--- src/rtl/ptick_timer.sv ---
module ptick_timer #(
  parameter int DIV_BITS = 8,
  parameter int PRE_BITS = 7,
  parameter int SEL_W    = 3,
  parameter int DATA_W   = 8,
  parameter logic [7:0] VECTOR = 8'h18
) (
  input  logic              clk,
  input  logic              rst_n,
  input  logic              src_rtc,
  input  logic              rtc_tick,
  input  logic [SEL_W-1:0]  disp_sel,
  input  logic [SEL_W-1:0]  bz_sel,
  input  logic              reg_we,
  input  logic [1:0]        reg_addr,
  input  logic [DATA_W-1:0] reg_wdata,
  output logic [DATA_W-1:0] reg_rdata,
  input  logic              stack_full,
  output logic              vec_req,
  output logic [7:0]        vec_addr,
  output logic              disp_out,
  output logic              bz_out
);
  localparam int CHAIN = DIV_BITS + PRE_BITS;
  localparam int EN_BIT = 0;
  localparam int SRC_FLAG_BIT = 1;
  localparam int MF_FLAG_BIT = 6;

  logic [1:0]       icyc;
  logic [CHAIN-1:0] chain, span_mask;
  logic [SEL_W-1:0] rate;
  logic tmr_en, src_flag, mf_en, mf_flag, vec_q;
  logic tick, timeout, fire;

  wire wr_rate = reg_we && reg_addr == 2'd0;
  wire wr_stat = reg_we && reg_addr == 2'd1;
  wire wr_ctl  = reg_we && reg_addr == 2'd2;

  assign tick = src_rtc ? rtc_tick : (icyc == 2'd3);

  always_comb
    for (int i = 0; i < CHAIN; i++)
      span_mask[i] = (i < DIV_BITS + int'(rate));

  assign timeout = tick && ((chain & span_mask) == span_mask);
  assign fire    = timeout && tmr_en;

  always_ff @(posedge clk or negedge rst_n)
    if (!rst_n) begin
      icyc  <= '0;
      chain <= '0;
      rate  <= '0;
    end else if (wr_rate) begin
      icyc  <= '0;
      chain <= '0;
      rate  <= reg_wdata[SEL_W-1:0];
    end else begin
      icyc <= icyc + 2'd1;
      if (tick) chain <= chain + 1'b1;
    end

  always_ff @(posedge clk or negedge rst_n)
    if (!rst_n) begin
      tmr_en   <= 1'b0;
      mf_en    <= 1'b0;
      src_flag <= 1'b0;
      mf_flag  <= 1'b0;
      vec_q    <= 1'b0;
    end else begin
      if (wr_stat) tmr_en <= reg_wdata[EN_BIT];
      if (wr_ctl)  mf_en  <= reg_wdata[EN_BIT];
      src_flag <= fire | (src_flag & ~(wr_stat & ~reg_wdata[SRC_FLAG_BIT]));
      mf_flag  <= fire | (mf_flag  & ~(wr_ctl  & ~reg_wdata[MF_FLAG_BIT]));
      vec_q    <= fire & ~mf_flag & mf_en & ~stack_full;
    end

  always_comb begin
    reg_rdata = '0;
    case (reg_addr)
      2'd0: reg_rdata[SEL_W-1:0] = rate;
      2'd1: begin
        reg_rdata[EN_BIT]       = tmr_en;
        reg_rdata[SRC_FLAG_BIT] = src_flag;
      end
      2'd2: begin
        reg_rdata[EN_BIT]      = mf_en;
        reg_rdata[MF_FLAG_BIT] = mf_flag;
      end
      default: reg_rdata = '0;
    endcase
  end

  assign vec_req  = vec_q;
  assign vec_addr = VECTOR;
  assign disp_out = chain[disp_sel];
  assign bz_out   = chain[bz_sel];
endmodule


--- config.mk ---
export PLATFORM = sky130hd
export DESIGN_NAME = ptick_timer
export DESIGN_NICKNAME = d
export VERILOG_FILES = /design/src/rtl/ptick_timer.sv
export SDC_FILE = /design/constraint.sdc
export NUM_CORES = 1
export LEC_CHECK = 0
export BUFFER_PORTS_ARGS = -buffer_cell sky130_fd_sc_hd__buf_2
export CAP_MARGIN = 20
export CORE_MARGIN = 2
export CORE_UTILIZATION = 40
export DETAILED_ROUTE_END_ITERATION = 12
export PLACE_DENSITY = 0.66
export SYNTH_ARGS = -nofsm -noshare
export SYNTH_HDL_FRONTEND = slang
export SYNTH_SLANG_ARGS = --single-unit
--- constraint.sdc ---
create_clock -name clk -period 2.1 [get_ports clk]
set_input_delay 0.21 -clock clk [delete_from_list [all_inputs] [get_ports clk]]
set_output_delay 0.21 -clock clk [all_outputs]
set_load 0.02 [all_outputs]
# After elaboration in Yosys (flattened, before gate mapping)
# Cells that the tools add are included.
# totals
reg_bits	25
inputBits	22
output_inout_bits	19
wordCells	67
# classes
addsub	3
n_lt_le_gt_ge	17
n_eq_ne	4
n_mux	12
bitwise	16
n_reduce_logical	7
# op_table
op	n
< comparator 5 x 32 -> 1 bit (first input constant)	6
< comparator 4 x 32 -> 1 bit (first input constant)	4
< comparator 3 x 32 -> 1 bit (first input constant)	2
< comparator 1 x 32 -> 1 bit (first input constant)	1
< comparator 2 x 32 -> 1 bit (first input constant)	1
two-way mux 15 bit	2
adder 15 x 1 -> 15 bit (second input constant)	1
bitwise AND 15 bit	1
equality test 15 bit	1
< comparator 3 x 5 -> 1 bit (second input constant)	2
bitwise AND 1 bit	7
binary-select mux 1 bit (select 3 bit)	2
inverter 1 bit	6
adder 4 x 3 -> 5 bit (first input constant)	1
logical AND 1 bit	5
< comparator 4 x 5 -> 1 bit (first input constant)	1
two-way mux 1 bit	5
equality test 2 bit (second input constant)	2
one-hot mux 1 bit (3 select lines)	1
adder 2 x 1 -> 2 bit (second input constant)	1
equality test 2 x 1 -> 1 bit (second input constant)	1
logical NOT 2 bit	1
two-way mux 2 bit	1
bitwise OR 1 bit	2
2 further kinds	2

# Depth between registers and ports, before layout
# depth
word_depth	9
mapped_depth	6
mapped_depth_nobuf	5

# Worst setup path before layout
# OpenSTA, ideal clock, no wires.
# synth_path
path_kind	register -> register
from	register chain[0]
to	register chain[14]
setup_ns	0.119
arrival_ns	1.467
path_slack_ns	0.514
stages_incl_launch_ff	6
path_buffers	0
period_less_slack_ns	1.586
path_cell_list	dfrtp_1 -> ha_1 -> nand3_1 -> nor4_2 -> a41oi_1 -> o21a_1
# synth_between
elab_chain_len	3
# synth_lines
item	line_no	source
start: declaration	30	logic [CHAIN-1:0] chain, span_mask;
start signal: assignment	59	if (tick) chain <= chain + 1'b1;
adder 15 x 1 -> 15 bit	59	
two-way mux 15 bit	59	
two-way mux 15 bit	53	end else if (wr_rate) begin
# No other way between the ends. The select of a mux whose other input is x is not followed.
# A chain may end at the register's enable or synchronous reset.

# Final worst setup path
# Ends and elaborated chain as after synthesis.

==> results.sh <==
export IMPL_post_synth_mux_area_share=0.1397
export IMPL_setup_worst_path_start_class="register"
export IMPL_power_leakage_uw=0.0007460
export IMPL_postSynthCellCount=146
export IMPL_critPathRequiredTime_ns=2.26
export IMPL_yosysWarnings=0
export IMPL_yosys_area_top_type_share=0.4085
export IMPL_timing_reg2reg_worst_path_depth=5
export IMPL_die_ar_um2=4340
export IMPL_insertedDiodeCount=0
export IMPL_crit_path_top_delay_cell="sky130_fd_sc_hd__nor4_2"
export IMPL_critical_path_max_stage_delay_ns=0.48
export IMPL_synth_edff_count=0
export IMPL_synthMostInstantiatedCell="sky130_fd_sc_hd__dfrtp_1"
export IMPL_postLayoutSetupSlackWorst_ns=0.2075
export IMPL_syn_area_per_cell_um2=10.49
export IMPL_avgRoutedWirePerCell_um=13.51
export IMPL_postSynth_topFlopCell="sky130_fd_sc_hd__dfrtp_1"
export IMPL_largest_net_degree_at_the_start_of_global_routing=26
export IMPL_reg2reg_slack_ns=0.21
export IMPL_worstSkewPairLatency_ns=0.27
export IMPL_postRouteAntennaNets=0
export IMPL_timing_critical_path_max_delay_family="simple AND/OR/NAND/NOR gates"
export IMPL_fin_setup_tns_ns=0
export IMPL_detail_route_iter0_violations=72
export IMPL_nets=197
export IMPL_cells_traversed_along_the_worst_timing_path="ha_1 > nand3_1 > nor4_2 > a41oi_1 > o21a_1"
export IMPL_max_slew_margin_rel=0.6297
export IMPL_first_pass_grt_wire_length_mm=5.361
export IMPL_cp_arrival_ns=2.05
export IMPL_rr_endpoint="chain[14]"
export IMPL_critical_path_reg2reg_startpoint="chain[0]"
export IMPL_clockBufferDepth=2
export IMPL_ios=41
export IMPL_synth_cells_most_frequent="sky130_fd_sc_hd__dfrtp_1, sky130_fd_sc_hd__buf_4, sky130_fd_sc_hd__nand2_1, sky130_fd_sc_hd__nor2_1, sky130_fd_sc_hd__mux2_2"
export IMPL_routabilityCongestion=0.8011
export IMPL_crit_type="reg -> reg"
export IMPL_hold_worst_path_end="rate[2]"
export IMPL_synth_adder_area_share=0.01634
export IMPL_fin_crit_ns=1.892
export IMPL_clkSinkCount=25
export IMPL_ys_types=43
export IMPL_synth_async_reset_ratio=1.000
export IMPL_timing_max_cap_violations=0
export IMPL_skew_ns=0.004235
export IMPL_cts_clk_slew_worst_paths_ns=0.09
export IMPL_remaining_drc_errors=0
export IMPL_core_region_area_um2=3661
export IMPL_finalSetupViolations=0
export IMPL_die_w_um=65.88
export IMPL_first_global_vias=1205
export IMPL_timing_hold_violations_final=0
export IMPL_synth_area_um2=1531
export IMPL_cts_setup_buffers=0
export IMPL_synth_ff_latch_count=25
export IMPL_clk_root_buffer_cell="sky130_fd_sc_hd__clkbuf_8"
export IMPL_min_delay_start="reg_wdata[2]"
export IMPL_yosys_area_top_type="sky130_fd_sc_hd__dfrtp_1"
export IMPL_final_period_utilization=0.9012
export IMPL_grtUsageTotal=0.1569
export IMPL_worstSetupEndpointType="register"
export IMPL_power_per_cell_area_nw_per_um2=712.0
export IMPL_drive_gt1_frac=0.2907
export IMPL_pre_cts_slack_ns=0.2275
export IMPL_cts_inserted_buffers=3
export IMPL_initial_utilization=0.4183
export IMPL_hpwlAfterDp_mm=2.263
export IMPL_cp_max_fo=6
export IMPL_synth_simple_gate_area_share=0.1961
export IMPL_port_buffers=24
export IMPL_synth_compound_area_frac=0.09641
export IMPL_critical_path_n_buffers_inverters=0
export IMPL_area_growth_pct=11.11
export IMPL_seq_area_frac_synth=0.4085
export IMPL_hold_path_class="in -> reg"
export IMPL_cts_repair_resized=0
export IMPL_hold_slack_ns=0.1704
export IMPL_total_count_of_max_transition_violations_in_the_final_report=0
export IMPL_rsz_0062_raised_after_global_routing="no"
export IMPL_via_per_instance_ratio=5.186
export IMPL_chipHeight_um=65.88
export IMPL_synthXorXnorAreaFrac=0.05147
export IMPL_min_delay_path_depth=2
export IMPL_grt_overflow=0
export IMPL_cts_tree="done"
export IMPL_drt_pass1_iter_count=4
export IMPL_synth_top_family_by_area="simple AND/OR/NAND/NOR gates"
export IMPL_floorplan_rows=22
export IMPL_top_cells_by_area_in_the_synthesized_netlist="sky130_fd_sc_hd__dfrtp_1, sky130_fd_sc_hd__buf_4, sky130_fd_sc_hd__mux2_2"
export IMPL_worst_ir_drop_vdd_v=0.0004288
export IMPL_status="complete, no violations"
export IMPL_worst_slew_pin_transition_ns=0.5530
export IMPL_detail_route_wirelength_mm=2.972
export IMPL_antenna_found_initial=0
export IMPL_ctsHoldBuffers=1
export IMPL_vias=1141
export IMPL_maximum_level_of_the_cts_h_tree=1
export IMPL_fmax_mhz=528.4
[logic make-up after synthesis]
logic type | after synthesis
AO/OA/AOI/OAI | 21
XOR/XNOR | 9
adder cells (fa/ha/maj) | 2
buffers and inverters | 19
flip-flops | 25
multiplexers | 15
other | 2
AND/OR/NAND/NOR | 53
[sequential cells by signal, indices dropped and copies added (netlist names)]
signal and count:
mf_en 1, tmr_en 1, chain 15, icyc 2, mf_flag 1, rate 3, src_flag 1, vec_req 1
[per-layer routing]
layer	track usage	vias up	part of all wire
met3	0.03407	4	0.052
met4	0.03125	0	0.0098
met1	0.1916	557	0.43
li1	-	548	-
met2	0.2828	32	0.50
met5	0	-	0
[layout make-up]
type                       instances  area, um2
timing repair buffer              27      145.1
sequential                        25      625.6
tap                               48      60.06
clock buffer                       4      45.04
multi-input combinational        112      810.8
inverter                           4      15.01
fill                             374       1959
[per-stage QoR]
| step | std cells | area, um2 | total power (uW) | util |
|---|---|---|---|---|
| after floorplan | 156 | 1569 | 853.9 | - |
| after global placement | 215 | 1647 | 917.8 | 0.4498 |
| after detailed placement | 215 | 1647 | 934.0 | 0.4498 |
| after CTS | 220 | 1702 | 1225 | 0.4648 |
| after global routing | 220 | 1702 | 1296 | 0.4648 |
| final | 220 | 1702 | 1212 | 0.4648 |
[power by group]
group / internal [uW] / switching (uW) / leakage, uW
logic: 148 / 157 / 0.000393
registers: 543 / 76.4 / 0.000331
clock network: 136 / 151 / 0.0000228
total: 827 / 384 / 0.000746
[how the worst max path moves through the flow]
stage | startpoint | to | slack, ns | depth (start not counted)
floorplan | chain[0] | chain[14] | 0.51 | 5
global placement | chain[0] | chain[14] | 0.34 | 5
detailed placement | chain[0] | chain[14] | 0.23 | 5
CTS | chain[0] | chain[14] | 0.21 | 5
global route | chain[0] | chain[14] | 0.04 | 5
finish | chain[0] | chain[14] | 0.21 | 5
[layout by cell type (no fill, tap or decap), drive strengths merged, types with 4 or more instances in the layout]
cell    Yosys  layout
mux4        4       4
xnor2       7       7
inv         4       4
nor3        4       4
dfrtp      25      25
clkbuf      0       4
a21oi       5       5
nand4       5       5
nand3       5       5
mux2        8       8
o21ai       9       9
nor2       12      12
nand2      11      11
conb        2      12
buf        15      26
(Power assumes the default switching activity.)
